<file path="src/rtl/slot_swap_pkg.sv">
package slot_swap_pkg;
  localparam int ID_W = 2;

  typedef enum logic [2:0] {
    ST_IDLE,
    ST_SYNC,
    ST_ISO,
    ST_LDCMD,
    ST_LDWAIT,
    ST_RST,
    ST_REL,
    ST_READY
  } swap_st_e;

  typedef enum logic [1:0] {
    ERR_NONE = 2'd0,
    ERR_BUSY = 2'd1,
    ERR_BAD  = 2'd2,
    ERR_TMO  = 2'd3
  } err_e;
endpackage

</file>
<file path="src/rtl/swap_cycle_cnt.sv">
module swap_cycle_cnt #(
  parameter int LIMIT = 4
) (
  input  logic clk,
  input  logic rst_n,
  input  logic en,
  output logic hit
);
  localparam int W = (LIMIT > 1) ? $clog2(LIMIT) : 1;

  logic [W-1:0] cnt;

  always_ff @(posedge clk) begin
    if (!rst_n || !en) cnt <= '0;
    else               cnt <= cnt + W'(1);
  end

  assign hit = en && (cnt == W'(LIMIT - 1));
endmodule

</file>
<file path="src/rtl/swap_cmd_filter.sv">
module swap_cmd_filter
  import slot_swap_pkg::*;
(
  input  swap_st_e st,
  input  logic     loaded,
  input  logic     rm_ack,
  input  logic     swap_go,
  input  logic     unload_go,
  input  logic     cancel_go,
  output logic     take_swap,
  output logic     take_unl,
  output logic     take_cancel,
  output err_e     rej
);
  logic [1:0] n_cmd;
  logic       idle_like;

  assign n_cmd     = {1'b0, swap_go} + {1'b0, unload_go} + {1'b0, cancel_go};
  assign idle_like = (st == ST_IDLE) || (st == ST_READY);

  always_comb begin
    take_swap   = 1'b0;
    take_unl    = 1'b0;
    take_cancel = 1'b0;
    rej         = ERR_NONE;
    if (n_cmd > 2'd1) begin
      rej = ERR_BAD;
    end else if (swap_go) begin
      if (idle_like) take_swap = 1'b1;
      else           rej = ERR_BUSY;
    end else if (unload_go) begin
      if (!idle_like)  rej = ERR_BUSY;
      else if (loaded) take_unl = 1'b1;
      else             rej = ERR_BAD;
    end else if (cancel_go) begin
      if (st == ST_SYNC && !rm_ack) take_cancel = 1'b1;
      else                          rej = ERR_BAD;
    end
  end
endmodule

</file>
<file path="src/rtl/swap_load_issuer.sv">
module swap_load_issuer
  import slot_swap_pkg::*;
#(
  parameter int CMD_W       = 32,
  parameter int BASE_STRIDE = 32'h4000,
  parameter int IMG_WORDS   = 1024
) (
  input  logic             clk,
  input  logic             rst_n,
  input  logic             active,
  input  logic [ID_W-1:0]  tgt_id,
  input  logic             ld_ready,
  output logic             ld_valid,
  output logic [CMD_W-1:0] ld_word,
  output logic             last_take
);
  localparam int PW = CMD_W - 2;

  logic [1:0]    beat;
  logic [PW-1:0] payload;
  logic          take;

  assign ld_valid  = active;
  assign take      = active && ld_ready;
  assign last_take = take && (beat == 2'd2);

  always_ff @(posedge clk) begin
    if (!rst_n || !active) beat <= 2'd0;
    else if (take)         beat <= beat + 2'd1;
  end

  always_comb begin
    case (beat)
      2'd0:    payload = PW'(tgt_id);
      2'd1:    payload = PW'(BASE_STRIDE) * PW'(tgt_id);
      default: payload = PW'(IMG_WORDS);
    endcase
  end

  assign ld_word = {beat + 2'd1, payload};
endmodule

</file>
<file path="src/rtl/swap_seq_fsm.sv">
module swap_seq_fsm
  import slot_swap_pkg::*;
(
  input  logic            clk,
  input  logic            rst_n,
  input  logic            take_swap,
  input  logic            take_unl,
  input  logic            take_cancel,
  input  err_e            rej,
  input  logic [ID_W-1:0] swap_id,
  input  logic            rm_ack,
  input  logic            tmo_hit,
  input  logic            ld_last,
  input  logic            ld_done,
  input  logic            rst_hit,
  output swap_st_e        st,
  output logic            loaded,
  output logic [ID_W-1:0] cur_id,
  output logic [ID_W-1:0] tgt_id,
  output err_e            err_q
);
  logic unl_op;
  logic tmo_abort;

  assign tmo_abort = (st == ST_SYNC) && !rm_ack && !take_cancel && tmo_hit;

  always_ff @(posedge clk) begin
    if (!rst_n) begin
      st     <= ST_IDLE;
      loaded <= 1'b0;
      cur_id <= '0;
      tgt_id <= '0;
      unl_op <= 1'b0;
      err_q  <= ERR_NONE;
    end else begin
      err_q <= tmo_abort ? ERR_TMO : rej;
      case (st)
        ST_IDLE, ST_READY: begin
          if (take_swap) begin
            tgt_id <= swap_id;
            unl_op <= 1'b0;
            st     <= loaded ? ST_SYNC : ST_LDCMD;
          end else if (take_unl) begin
            unl_op <= 1'b1;
            st     <= ST_SYNC;
          end
        end
        ST_SYNC: begin
          if (rm_ack)                      st <= ST_ISO;
          else if (take_cancel || tmo_hit) st <= ST_IDLE;
        end
        ST_ISO: begin
          loaded <= 1'b0;
          st     <= unl_op ? ST_IDLE : ST_LDCMD;
        end
        ST_LDCMD:  if (ld_last) st <= ST_LDWAIT;
        ST_LDWAIT: if (ld_done) st <= ST_RST;
        ST_RST:    if (rst_hit) st <= ST_REL;
        ST_REL: begin
          loaded <= 1'b1;
          cur_id <= tgt_id;
          st     <= ST_READY;
        end
        default: st <= ST_IDLE;
      endcase
    end
  end
endmodule

</file>
<file path="src/rtl/slot_swap_ctrl.sv">
module slot_swap_ctrl
  import slot_swap_pkg::*;
#(
  parameter int CMD_W       = 32,
  parameter int ACK_TMO     = 16,
  parameter int RST_CYC     = 4,
  parameter int BASE_STRIDE = 32'h4000,
  parameter int IMG_WORDS   = 1024
) (
  input  logic             clk,
  input  logic             rst_n,
  input  logic             swap_go,
  input  logic [1:0]       swap_id,
  input  logic             unload_go,
  input  logic             cancel_go,
  output logic             rm_req,
  input  logic             rm_ack,
  output logic             isolate,
  output logic             feed_en,
  output logic             rm_rst,
  output logic             ld_valid,
  input  logic             ld_ready,
  output logic [CMD_W-1:0] ld_word,
  input  logic             ld_done,
  output logic             slot_ready,
  output logic             slot_loaded,
  output logic [1:0]       slot_id,
  output logic             err_flag,
  output logic [1:0]       err_code
);
  swap_st_e        st;
  logic            loaded;
  logic [ID_W-1:0] tgt_id;
  logic            take_swap, take_unl, take_cancel;
  err_e            rej, err_q;
  logic            tmo_hit, rst_hit, ld_last;

  swap_cmd_filter u_filter (
    .st(st), .loaded(loaded), .rm_ack(rm_ack),
    .swap_go(swap_go), .unload_go(unload_go), .cancel_go(cancel_go),
    .take_swap(take_swap), .take_unl(take_unl), .take_cancel(take_cancel),
    .rej(rej)
  );

  swap_cycle_cnt #(.LIMIT(ACK_TMO)) u_ack_wait (
    .clk(clk), .rst_n(rst_n), .en(st == ST_SYNC), .hit(tmo_hit)
  );

  swap_cycle_cnt #(.LIMIT(RST_CYC)) u_rst_hold (
    .clk(clk), .rst_n(rst_n), .en(st == ST_RST), .hit(rst_hit)
  );

  swap_load_issuer #(
    .CMD_W(CMD_W), .BASE_STRIDE(BASE_STRIDE), .IMG_WORDS(IMG_WORDS)
  ) u_issuer (
    .clk(clk), .rst_n(rst_n), .active(st == ST_LDCMD), .tgt_id(tgt_id),
    .ld_ready(ld_ready), .ld_valid(ld_valid), .ld_word(ld_word),
    .last_take(ld_last)
  );

  swap_seq_fsm u_fsm (
    .clk(clk), .rst_n(rst_n),
    .take_swap(take_swap), .take_unl(take_unl), .take_cancel(take_cancel),
    .rej(rej), .swap_id(swap_id), .rm_ack(rm_ack), .tmo_hit(tmo_hit),
    .ld_last(ld_last), .ld_done(ld_done), .rst_hit(rst_hit),
    .st(st), .loaded(loaded), .cur_id(slot_id), .tgt_id(tgt_id), .err_q(err_q)
  );

  assign rm_req      = (st == ST_SYNC);
  assign rm_rst      = (st == ST_RST);
  assign isolate     = (st inside {ST_ISO, ST_LDCMD, ST_LDWAIT, ST_RST, ST_REL})
                    || (st == ST_IDLE && !loaded);
  assign feed_en     = loaded && ((st == ST_IDLE) || (st == ST_READY)
                    || (st == ST_SYNC && !rm_ack));
  assign slot_ready  = (st == ST_READY);
  assign slot_loaded = loaded;
  assign err_code    = err_q;
  assign err_flag    = (err_q != ERR_NONE);
endmodule

</file>
<file path="config.mk">
export PLATFORM = sky130hd
export DESIGN_NAME = slot_swap_ctrl
export DESIGN_NICKNAME = d
export VERILOG_FILES = /design/src/rtl/slot_swap_pkg.sv /design/src/rtl/swap_cycle_cnt.sv /design/src/rtl/swap_cmd_filter.sv /design/src/rtl/swap_load_issuer.sv /design/src/rtl/swap_seq_fsm.sv /design/src/rtl/slot_swap_ctrl.sv
export SDC_FILE = /design/constraint.sdc
export NUM_CORES = 1
export LEC_CHECK = 0
export BUFFER_PORTS_ARGS = -buffer_cell sky130_fd_sc_hd__buf_2
export CAP_MARGIN = 20
export CORE_MARGIN = 2
export CORE_UTILIZATION = 25
export CTS_BUF_LIST = sky130_fd_sc_hd__clkbuf_4 sky130_fd_sc_hd__clkbuf_8 sky130_fd_sc_hd__clkbuf_16
export DETAILED_ROUTE_END_ITERATION = 12
export GPL_ROUTABILITY_DRIVEN = 0
export GPL_TIMING_DRIVEN = 0
export SLEW_MARGIN = 30
export SYNTH_ARGS = -nofsm -noshare
export SYNTH_HDL_FRONTEND = slang
export SYNTH_SLANG_ARGS = --single-unit
</file>
<file path="constraint.sdc">
create_clock -name clk -period 2.26 [get_ports clk]
set_input_delay 0.452 -clock clk [delete_from_list [all_inputs] [get_ports clk]]
set_output_delay 0.452 -clock clk [all_outputs]
set_load 0.05 [all_outputs]
</file>
==> results of run 1 <==
worst min-delay path by stage:
| stage | startpoint | endpoint | slack (ns) | cells after the start |
|---|---|---|---|---|
| 2_1_floorplan | u_rst_hold.cnt[0]$_SDFF_PP0_ | u_rst_hold.cnt[0]$_SDFF_PP0_ | 0.40 | 1 |
| 3_3_place_gp | u_rst_hold.cnt[0]$_SDFF_PP0_ | u_rst_hold.cnt[0]$_SDFF_PP0_ | 0.41 | 1 |
| 3_5_place_dp | u_rst_hold.cnt[0]$_SDFF_PP0_ | u_rst_hold.cnt[0]$_SDFF_PP0_ | 0.41 | 1 |
| 4_1_cts | u_rst_hold.cnt[0]$_SDFF_PP0_ | u_rst_hold.cnt[0]$_SDFF_PP0_ | 0.43 | 1 |
| 5_1_grt | u_rst_hold.cnt[0]$_SDFF_PP0_ | u_rst_hold.cnt[0]$_SDFF_PP0_ | 0.46 | 1 |
| 6_report | u_rst_hold.cnt[0]$_SDFF_PP0_ | u_rst_hold.cnt[0]$_SDFF_PP0_ | 0.42 | 1 |
final cells by class:
| type | count | area (sq um) | area share (%) |
|---|---|---|---|
| Multi-Input combinational cell | 120 | 684 | 44.1 |
| Timing Repair Buffer | 27 | 135 | 8.71 |
| Clock buffer | 4 | 48.8 | 3.15 |
| Buffer | 29 | 205 | 13.2 |
| Inverter | 8 | 30.0 | 1.94 |
| Sequential cell | 19 | 380 | 24.5 |
| Tap cell | 54 | 67.6 | 4.35 |
sequential cells by signal (all words and copies together) (netlist names):
signal          count
u_ack_wait.cnt      4
u_fsm.loaded        1
u_rst_hold.cnt      2
u_fsm.unl_op        1
u_issuer.beat       2
u_fsm.err_q         2
u_fsm.tgt_id        2
u_fsm.cur_id        2
u_fsm.st            3
cell usage in the layout (no fill, tap or decap), types with 2 or more instances in the layout:
cell type  Yosys  final
buf_2          2     29
buf_4         25     25
conb_1         1     25
nor2_1        21     21
dfxtp_1       19     19
nand2_1       10     10
a21oi_1       10     10
inv_1          7      7
nand3_1        6      6
ha_1           6      6
and2_1         4      4
mux2i_1        4      4
xnor2_1        3      3
o21ai_0        3      3
clkbuf_8       0      3
nor3_1         2      2
and3_1         2      2
or2_2          2      2
nand3b_1       2      2
where the power goes:
| group | switching [mW] | total (mW) | internal [mW] | leakage [nW] |
|---|---|---|---|---|
| Combinational | 0.456 | 0.646 | 0.190 | 0.613 |
| Clock | 0.108 | 0.245 | 0.137 | 0.0262 |
| Sequential | 0.0282 | 0.395 | 0.367 | 0.154 |
| Total | 0.592 | 1.29 | 0.694 | 0.793 |
cell families (layout without fill, tap and decap cells):
group | count (synthesis) | in the layout
other cells | 1 | 25
simple gates | 56 | 56
xor+xnor | 4 | 4
mux | 4 | 4
compound gates | 25 | 25
flops | 19 | 19
fa+ha+maj | 6 | 6
buf+inv | 37 | 68
worst max-delay path, stage by stage (launching register included):
cell	delay (ns)
dfxtp_1	0.38
buf_1	0.37
inv_2	0.13
nor3_1	0.18
buf_2	0.30
routing by layer:
metal / vias to the layer above / global-route usage (%) / part of all wire [%]
met5: - / 0 / 0
met4: 0 / 3.64 / 0.97
met3: 2 / 3.57 / 7.4
met2: 34 / 16.5 / 45
met1: 460 / 11.3 / 46
li1: 569 / - / -
==> impl_results.rst, run 1 <==
.. list-table::
   :header-rows: 1

   * - Metric
     - Value
   * - Status
     - finished, final reports clean
   * - Number of buffers inserted by post-CTS setup repair
     - 0
   * - Wire length of the first global-routing pass
     - 4090 um
   * - Quantity of I/O buffers inserted on ports
     - 27
   * - Total power per unit cell area
     - 829 nW/um^2
   * - Parity-gate share of the synthesized area counting xor and xnor cells
     - 2.90%
   * - Fillcell total
     - 509
   * - Worst-Skew Late Latency
     - 0.25 ns
   * - Post-Route Utilization
     - 33.1%
   * - Post-Synthesis Cell Area
     - 1210 sq um
   * - Finished Cell Area
     - 1550 sq um
   * - Flop2flop setup slack
     - 0.57 ns
   * - Die Wd
     - 73.5 um
   * - Async set-reset flop share out of synthesis
     - 0%
   * - Capture point of the worst path
     - rm_req
   * - Static Leakage
     - 0.793 nW
   * - Post-route worst setup slack
     - 0.205 ns
   * - Clk pin slew, worst setup/hold paths
     - 0.07 ns
   * - Root Driver
     - clkbuf_8
   * - Mean routed wirelength per cell
     - 9.50 um
   * - Fraction of the mapped netlist area in compound gates
     - 13.4%
   * - Post_cts resized
     - 0
   * - CTS H-tree lvls
     - 1
   * - CP Data Arrival Time
     - 1.60 ns
   * - Max FO, Critical Path
     - 10
   * - Critical Path RT
     - 1.81 ns
   * - Mapped Cells
     - 152
   * - Most instantiated library cell after synthesis
     - buf_4
   * - Drt first-iter violations
     - 49
   * - Number of global-route vias before repair
     - 916
   * - Routed via count
     - 1,065
   * - Worst Clk Skew
     - 0.00410 ns
   * - Antenna-violating nets left
     - 0
   * - Area share of the leading cell type in the synthesized netlist
     - 31.5%
   * - Syn-to-layout area delta
     - 28.6%
   * - Seq/Total Area, Yosys
     - 31.5%
   * - HPWL reported at the end of detailed placement
     - 1990 um
   * - Final cycle utilization of the critical path
     - 90.9%
   * - Final Hold Slack
     - 0.423 ns
   * - Gr usage total
     - 9.79%
   * - Count of antenna diodes in the layout
     - 0
   * - Reg2Reg Launch Point
     - u_fsm.st[2]$_SDFFE_PN0P_
   * - Leftover overflow at the end of global routing
     - 0
   * - Source of the critical timing path
     - u_fsm.st[0]$_SDFFE_PN0P_
   * - Max-capacitance violation count
     - 0
   * - Setup slack after placement
     - 0.290 ns
   * - Fmax achieved
     - 0.487 GHz
   * - Synth area leader
     - dfxtp_1
   * - Setup_tns
     - 0 ns
   * - Number of register bits inferred by synthesis
     - 19
   * - Post-synth cell types
     - 41
   * - Final setup violation count
     - 0
   * - Number of buffers inserted by hold repair at cts
     - 0
   * - Standard-cell row count
     - 25
   * - RSZ-0062 raised after global routing
     - no
   * - Max-slew violation total from the final report
     - 0
   * - Proportion of layout cells with a drive suffix above 1
     - 30.9%
   * - Area of the die
     - 5400 sq um
   * - Number of failing hold endpoints at the final stage
     - 0
   * - Critical path endpoint category
     - output pin
   * - Hold crit path type
     - reg2reg
   * - Drt pass-1 iters
     - 4
   * - Combinational family with the most area after synthesis
     - simple AND/OR/NAND/NOR gates
   * - Clock buffers created by TritonCTS
     - 3
   * - Crit Path Category
     - reg2out
   * - Total instance count after detailed placement
     - 257
   * - Synthesized area per cell
     - 7.94 sq um
   * - Terminus of the critical flop-to-flop path
     - u_fsm.st[0]$_SDFFE_PN0P_
   * - Total clock sinks
     - 19
   * - Min cycle time layout
     - 2.05 ns
   * - Number of antenna violations at the first check in global routing
     - 0
   * - Non-filler cells in the finished layout
     - 261
   * - Avg Vias per Cell
     - 4.08
   * - Most instantiated cells after synthesis
     - buf_4 (25), nor2_1 (21), dfxtp_1 (19)
   * - CTS tree
     - done
   * - PnR Total Power
     - 1.29 mW
   * - Main flop type after synthesis
     - dfxtp_1
   * - Peak VDD IR
     - 0.343 mV
   * - Largest net degree at the start of global routing
     - 11
   * - Post-Synth Simple-Gate Area
     - 22.8%
   * - Initial core utilization
     - 25.7%
   * - Total Routed Length
     - 2480 um
   * - Number of cells traversed by the worst register-to-register path
     - 6
   * - Maximum buffer depth of the clock tree
     - 2
   * - Die extent in y
     - 73.5 um
   * - Crit start category
     - flip-flop
   * - Core area
     - 4690 sq um
   * - Warnings, synthesis
     - 0
   * - Number of ports placed on the die boundary
     - 54
   * - Biggest area contributors in the synthesized netlist
     - dfxtp_1 (32%), buf_4 (16%), nor2_1 (6.5%)
   * - Mux share of post-synthesis cell area
     - 3.32%
   * - Net total in the final layout
     - 224
   * - Share of synthesized cell area in full adder, half adder and majority cells
     - 6.22%
   * - Number of enable flip-flop cells after synthesis
     - 0
   * - Area after DPL
     - 1500 sq um
   * - Remaining routing DRC violations
     - 0
(Power assumes the default switching activity.)
==> run 2, diff against run 1 <==
--- a/config.mk
+++ b/config.mk
@@ -13,6 +13,7 @@
 export DETAILED_ROUTE_END_ITERATION = 12
 export GPL_ROUTABILITY_DRIVEN = 0
 export GPL_TIMING_DRIVEN = 0
+export PLACE_DENSITY = 0.49
 export SLEW_MARGIN = 30
 export SYNTH_ARGS = -nofsm -noshare
 export SYNTH_HDL_FRONTEND = slang
==> run 2 against run 1 <==
Via count increased by 0.47%. Final cell count unchanged. Clock skew decreased by 0.0022 ns. Clock power increased by 2%. Non-clock buffer count unchanged. Die area unchanged. Sequential power about the same. Critical endpoint is now rm_rst.
==> impl_results.rst, run 2 (same netlist as run 1, synthesis figures left out) <==
.. list-table::
   :header-rows: 1

   * - Metric
     - Value
   * - Post_cts resized
     - 0
   * - Crit-path slowest cell
     - dfxtp_1
   * - Max-capacitance violation count
     - 0
   * - Die extent in y
     - 73.5 um
   * - Leftover overflow at the end of global routing
     - 0
   * - Root Driver
     - clkbuf_8
   * - Part of the total power dissipated in combinational logic
     - 50.0%
   * - Hold crit path type
     - reg2reg
   * - Largest regs
     - u_ack_wait.cnt x4, u_fsm.st x3
   * - Count of antenna diodes in the layout
     - 0
   * - Max FO, Critical Path
     - 10
   * - Proportion of layout cells with a drive suffix above 1
     - 30.9%
   * - Final setup violation count
     - 0
   * - Largest register by flop count
     - u_ack_wait.cnt
   * - Power spent charging and discharging nets
     - 0.601 mW
   * - Cell count of the worst hold path
     - 1
   * - Clk pin slew, worst setup/hold paths
     - 0.07 ns
   * - Total Routed Length
     - 2530 um
   * - Crit Path Category
     - reg2out
   * - Antenna-violating nets left
     - 0
   * - Cells along the critical path
     - buf_1 -> inv_2 -> nor3_1 -> buf_2
   * - Leading cell type in the layout, fill and taps excluded
     - buf_2
   * - Terminus of the critical flop-to-flop path
     - u_fsm.st[0]$_SDFFE_PN0P_
   * - Standard-cell row count
     - 25
   * - Number of buffers inserted by post-CTS setup repair
     - 0
   * - Die Wd
     - 73.5 um
   * - Clock buffers created by TritonCTS
     - 3
   * - Number of global-route vias before repair
     - 902
   * - Flip-flop count of the largest register after layout
     - 4
   * - Maximum buffer depth of the clock tree
     - 2
   * - Number of ports placed on the die boundary
     - 54
   * - Initial core utilization
     - 25.7%
   * - Number of failing hold endpoints at the final stage
     - 0
   * - RSZ-0062 raised after global routing
     - no
   * - CTS tree
     - done
   * - Quantity of I/O buffers inserted on ports
     - 27
   * - Number of buffers inserted by hold repair at cts
     - 0
   * - Static Leakage
     - 0.793 nW
   * - Clock Power Share
     - 19.4%
   * - Number of cells traversed by the worst register-to-register path
     - 6
   * - Final cycle utilization of the critical path
     - 92.5%
   * - Gr usage total
     - 9.72%
   * - Min cycle time layout
     - 2.09 ns
   * - Fillcell total
     - 527
   * - Syn-to-layout area delta
     - 28.6%
   * - Worst-Skew Late Latency
     - 0.26 ns
   * - Drt first-iter violations
     - 42
   * - HPWL reported at the end of detailed placement
     - 2000 um
   * - Core area
     - 4690 sq um
   * - Post-Route Utilization
     - 33.1%
   * - Largest net degree at the start of global routing
     - 11
   * - CTS H-tree lvls
     - 1
   * - Slowest stage delay, CP
     - 0.39 ns
   * - Drt pass-1 iters
     - 4
   * - Crit start category
     - flip-flop
   * - Routed via count
     - 1,070
   * - Worst Clk Skew
     - 0.00191 ns
   * - Fmax achieved
     - 0.478 GHz
   * - Critical Path RT
     - 1.81 ns
   * - Total clock sinks
     - 19
   * - Proportion of total power due to net switching
     - 46.4%
   * - Int Power
     - 0.694 mW
   * - Peak VDD IR
     - 0.368 mV
   * - Remaining routing DRC violations
     - 0
   * - Worst Hold Endpoint
     - u_rst_hold.cnt[0]$_SDFF_PP0_
   * - Status
     - finished, final reports clean
   * - Setup_tns
     - 0 ns
   * - Startpoint of the worst hold path
     - u_rst_hold.cnt[0]$_SDFF_PP0_
   * - Net total in the final layout
     - 224
   * - Flop2flop setup slack
     - 0.53 ns
   * - Most frequent cells in the layout
     - buf_2 (29), buf_4 (25), conb_1 (25)
   * - Wire length of the first global-routing pass
     - 4070 um
   * - Reg2Reg Launch Point
     - u_fsm.st[2]$_SDFFE_PN0P_
   * - Max-slew violation total from the final report
     - 0
   * - Flop pwr share
     - 30.6%
   * - Mean routed wirelength per cell
     - 9.69 um
   * - Area of the die
     - 5400 sq um
   * - Critical path endpoint category
     - output pin
   * - CP Data Arrival Time
     - 1.64 ns
   * - Number of antenna violations at the first check in global routing
     - 0
   * - Avg Vias per Cell
     - 4.10
   * - Total power per unit cell area
     - 834 nW/um^2
-- run 2: cell counts in the layout (fill, tap and decap cells not counted) --
No cell type changed its count.
-- run 2: critical path, delay by kind of cell (launching register included) --
family | cells | cell delay (ns)
simple gates | 1 | 0.18
buf+inv | 3 | 0.82
flops | 1 | 0.39
-- run 2: how the worst max path moves through the flow --
stage,start,end,slack (ns),depth (start not counted)
6_report,u_fsm.st[0]$_SDFFE_PN0P_,rm_rst,0.17,4
5_1_grt,u_fsm.st[0]$_SDFFE_PN0P_,rm_req,0.01,4
4_1_cts,u_fsm.st[0]$_SDFFE_PN0P_,isolate,0.18,4
3_5_place_dp,swap_go,u_fsm.st[0]$_SDFFE_PN0P_,0.26,6
3_3_place_gp,swap_go,u_fsm.st[0]$_SDFFE_PN0P_,0.26,6
2_1_floorplan,u_fsm.st[0]$_SDFFE_PN0P_,rm_req,0.01,3
-- run 2: layer usage --
layer  vias up  global-route usage, %  wire length [um]
met5         -                      0                 0
met3         5                   2.61               172
met2        33                   16.2              1140
li1        574                      -                 -
met4         0                   2.42                21
met1       458                   12.4              1190
-- run 2: metrics by stage --
stage	hold WS (ns)	power [mW]	area, sq um	setup WS [ns]	std cells
finish	0.420	1.29	1550	0.170	261
global route	0.443	1.38	1550	0.0137	261
CTS	0.425	1.31	1550	0.178	261
detailed placement	0.414	1.05	1500	0.263	257
global placement	0.415	1.05	1500	0.263	257
floorplan	0.399	0.936	1300	0.0126	176
-- run 2: area by class of cell --
cell class / count / area, sq um / share of cell area [%]
timing repair buffer: 27 / 135 / 8.71
tap: 54 / 67.6 / 4.35
multi-input combinational: 120 / 684 / 44.1
clock buffer: 4 / 48.8 / 3.15
inverter: 8 / 30.0 / 1.94
sequential: 19 / 380 / 24.5
buffer: 29 / 205 / 13.2
-- run 2: power by group through the flow --
stage,logic [mW],registers [mW],clock network [mW]
finish,0.648,0.396,0.251
global route,0.713,0.401,0.268
CTS,0.652,0.396,0.263
detailed placement,0.650,0.404,0
global placement,0.650,0.403,0
floorplan,0.520,0.416,0
==> run 3, diff against run 2 <==
--- a/config.mk
+++ b/config.mk
@@ -5,6 +5,7 @@
 export SDC_FILE = /design/constraint.sdc
 export NUM_CORES = 1
 export LEC_CHECK = 0
+export ABC_AREA = 1
 export BUFFER_PORTS_ARGS = -buffer_cell sky130_fd_sc_hd__buf_2
 export CAP_MARGIN = 20
 export CORE_MARGIN = 2
@@ -13,7 +14,7 @@
 export DETAILED_ROUTE_END_ITERATION = 12
 export GPL_ROUTABILITY_DRIVEN = 0
 export GPL_TIMING_DRIVEN = 0
-export PLACE_DENSITY = 0.49
+export PLACE_DENSITY = 0.47
 export SLEW_MARGIN = 30
 export SYNTH_ARGS = -nofsm -noshare
 export SYNTH_HDL_FRONTEND = slang
==> run 3 against run 2 <==
Clock skew up 0.0024 ns. First-iteration DRC count up 36%. Register-to-register slack better by 0.42 ns. Final area up 14%. Worst setup slack better by 0.14 ns. Critical endpoint is now feed_en. Largest cell class unchanged.
==> impl_results.rst, run 3 <==
.. list-table::
   :header-rows: 1

   * - Metric
     - Value
   * - Total clock sinks
     - 19
   * - Drt first-iter violations
     - 57
   * - Largest net degree at the start of global routing
     - 12
   * - Proportion of layout cells with a drive suffix above 1
     - 32.7%
   * - Leftover overflow at the end of global routing
     - 0
   * - Initial core utilization
     - 25.7%
   * - Static Leakage
     - 0.988 nW
   * - Main flop type after synthesis
     - dfxtp_1
   * - Number of failing hold endpoints at the final stage
     - 0
   * - Max FO, Critical Path
     - 9
   * - PnR Total Power
     - 1.69 mW
   * - Fmax achieved
     - 0.512 GHz
   * - Fraction of the mapped netlist area in compound gates
     - 7.21%
   * - Number of global-route vias before repair
     - 1,036
   * - Worst-Skew Late Latency
     - 0.25 ns
   * - Max-capacitance violation count
     - 0
   * - Most frequent cells in the layout
     - nand2_1 (37), inv_1 (28), buf_2 (27)
   * - Critical Path RT
     - 1.81 ns
   * - RSZ-0062 raised after global routing
     - no
   * - Root Driver
     - clkbuf_8
   * - Reg2Reg Launch Point
     - u_fsm.st[2]$_SDFFE_PN0P_
   * - Area after DPL
     - 1720 sq um
   * - Terminus of the critical flop-to-flop path
     - u_fsm.st[0]$_SDFFE_PN0P_
   * - Wire length of the first global-routing pass
     - 4680 um
   * - Setup_tns
     - 0 ns
   * - Count of antenna diodes in the layout
     - 0
   * - Capture point of the worst path
     - feed_en
   * - Largest regs
     - u_ack_wait.cnt x4, u_fsm.st x3
   * - Post-Synth Simple-Gate Area
     - 34.4%
   * - Warnings, synthesis
     - 0
   * - Number of buffers inserted by hold repair at cts
     - 0
   * - Final setup violation count
     - 0
   * - Crit Path Category
     - reg2out
   * - Remaining routing DRC violations
     - 0
   * - Area share of the leading cell type in the synthesized netlist
     - 27.1%
   * - Number of buffers inserted by post-CTS setup repair
     - 0
   * - Post-synth cell types
     - 30
   * - Crit start category
     - flip-flop
   * - Mux share of post-synthesis cell area
     - 0%
   * - Min cycle time layout
     - 1.95 ns
   * - Critical path endpoint category
     - output pin
   * - Async set-reset flop share out of synthesis
     - 0%
   * - Hold crit path type
     - in2reg
   * - Post-Route Utilization
     - 32.3%
   * - Final cycle utilization of the critical path
     - 86.5%
   * - Routed via count
     - 1,223
   * - Quantity of I/O buffers inserted on ports
     - 27
   * - Finished Cell Area
     - 1770 sq um
   * - Number of antenna violations at the first check in global routing
     - 0
   * - Source of the critical timing path
     - u_fsm.st[2]$_SDFFE_PN0P_
   * - CP Data Arrival Time
     - 1.50 ns
   * - Peak VDD IR
     - 0.533 mV
   * - Flip-flop count of the largest register after layout
     - 4
   * - Largest register by flop count
     - u_ack_wait.cnt
   * - Antenna-violating nets left
     - 0
   * - Area of the die
     - 6240 sq um
   * - Standard-cell row count
     - 27
   * - Status
     - finished, final reports clean
   * - Parity-gate share of the synthesized area counting xor and xnor cells
     - 0.623%
   * - Avg Vias per Cell
     - 3.75
   * - Die extent in y
     - 79.0 um
   * - Total power per unit cell area
     - 958 nW/um^2
   * - Post-Synthesis Cell Area
     - 1410 sq um
   * - Number of cells traversed by the worst register-to-register path
     - 10
   * - Seq/Total Area, Yosys
     - 27.1%
   * - Startpoint of the worst hold path
     - swap_id[0]
   * - Synthesized area per cell
     - 7.06 sq um
   * - Syn-to-layout area delta
     - 25.7%
   * - Leading cell type in the layout, fill and taps excluded
     - nand2_1
   * - Die Wd
     - 79.0 um
   * - Gr usage total
     - 9.50%
   * - Net total in the final layout
     - 271
   * - CTS H-tree lvls
     - 1
   * - Total Routed Length
     - 2860 um
   * - Combinational family with the most area after synthesis
     - simple AND/OR/NAND/NOR gates
   * - Mapped Cells
     - 199
   * - HPWL reported at the end of detailed placement
     - 2390 um
   * - Drt pass-1 iters
     - 4
   * - Synth area leader
     - dfxtp_1
   * - Flop2flop setup slack
     - 0.95 ns
   * - Mean routed wirelength per cell
     - 8.79 um
   * - Max-slew violation total from the final report
     - 0
   * - Post_cts resized
     - 0
   * - Clock buffers created by TritonCTS
     - 3
   * - Worst Clk Skew
     - 0.00428 ns
   * - Maximum buffer depth of the clock tree
     - 2
   * - Clk pin slew, worst setup/hold paths
     - 0.07 ns
   * - Share of synthesized cell area in full adder, half adder and majority cells
     - 5.34%
   * - Number of register bits inferred by synthesis
     - 19
   * - Core area
     - 5470 sq um
   * - Number of enable flip-flop cells after synthesis
     - 0
   * - Most instantiated cells after synthesis
     - nand2_1 (37), inv_1 (28), buf_4 (25), nor2_1 (25), dfxtp_1 (19)
   * - CTS tree
     - done
   * - Biggest area contributors in the synthesized netlist
     - dfxtp_1 (27%), buf_4 (13%), nand2_1 (9.9%)
   * - Most instantiated library cell after synthesis
     - nand2_1
   * - Number of ports placed on the die boundary
     - 54
## run 3: cell count changes after synthesis, moves of 4 or more
cell	before	now
nor2_1	21	25
nor2_4	0	4
nand2_2	0	6
mux2i_1	4	0
nand2_1	10	37
and2_1	4	0
inv_1	7	28
## run 3: worst min-delay path by stage
stage                                   endpoint  slack [ns]  cells after the start
floorplan           u_rst_hold.cnt[0]$_SDFF_PP0_        0.40                      1
global placement    u_rst_hold.cnt[0]$_SDFF_PP0_        0.42                      1
detailed placement  u_rst_hold.cnt[0]$_SDFF_PP0_        0.41                      1
CTS                 u_fsm.tgt_id[1]$_SDFFE_PN0P_        0.42                      3
global route        u_fsm.tgt_id[0]$_SDFFE_PN0P_        0.41                      3
finish              u_fsm.tgt_id[0]$_SDFFE_PN0P_        0.42                      3
## run 3: per-layer routing
metal / GRT usage, % / wire (um) / vias up
met5: 0 / 0 / -
met4: 2.07 / 18 / 0
met3: 2.73 / 158 / 2
met2: 15.1 / 1260 / 35
met1: 12.8 / 1420 / 507
li1: - / - / 679
## run 3: final cells by class
cell class              count  area (sq um)
flip-flops and latches     19           380
repair buffers             27           135
multi-input cells         145           762
inverters                  30           118
well taps                  72          90.1
plain buffers              29           235
clock inverters             1          5.00
clock buffers               3          41.3
fillers                   634          3710
## run 3: critical path, stage by stage, from the launching register on
cell and delay, ns:
dfxtp_1 0.31, buf_6 0.15, nor2_4 0.13, nand2_1 0.07, nand2_1 0.15, nor2_1 0.07, nor2_1 0.09, buf_2 0.27
## run 3: through the flow
step | worst slack (ns) | hold slack (ns) | std cells
after global placement | 0.461 | 0.416 | 322
after CTS | 0.272 | 0.419 | 326
after detailed placement | 0.456 | 0.415 | 322
after global routing | 0.180 | 0.414 | 326
final | 0.306 | 0.423 | 326
after floorplan | 0.147 | 0.398 | 223
## run 3: logic make-up after synthesis
logic type,after synthesis
AO/OA/AOI/OAI,17
XOR/XNOR,1
adder cells (fa/ha/maj),6
buffers and inverters,59
flip-flops,19
other,1
AND/OR/NAND/NOR,96
## run 3: report_power, final
part,switching (mW),total (mW),leakage (nW),internal [mW]
Sequential,0.0312,0.416,0.155,0.385
Combinational,0.741,1.04,0.808,0.300
Clock,0.114,0.236,0.0255,0.122
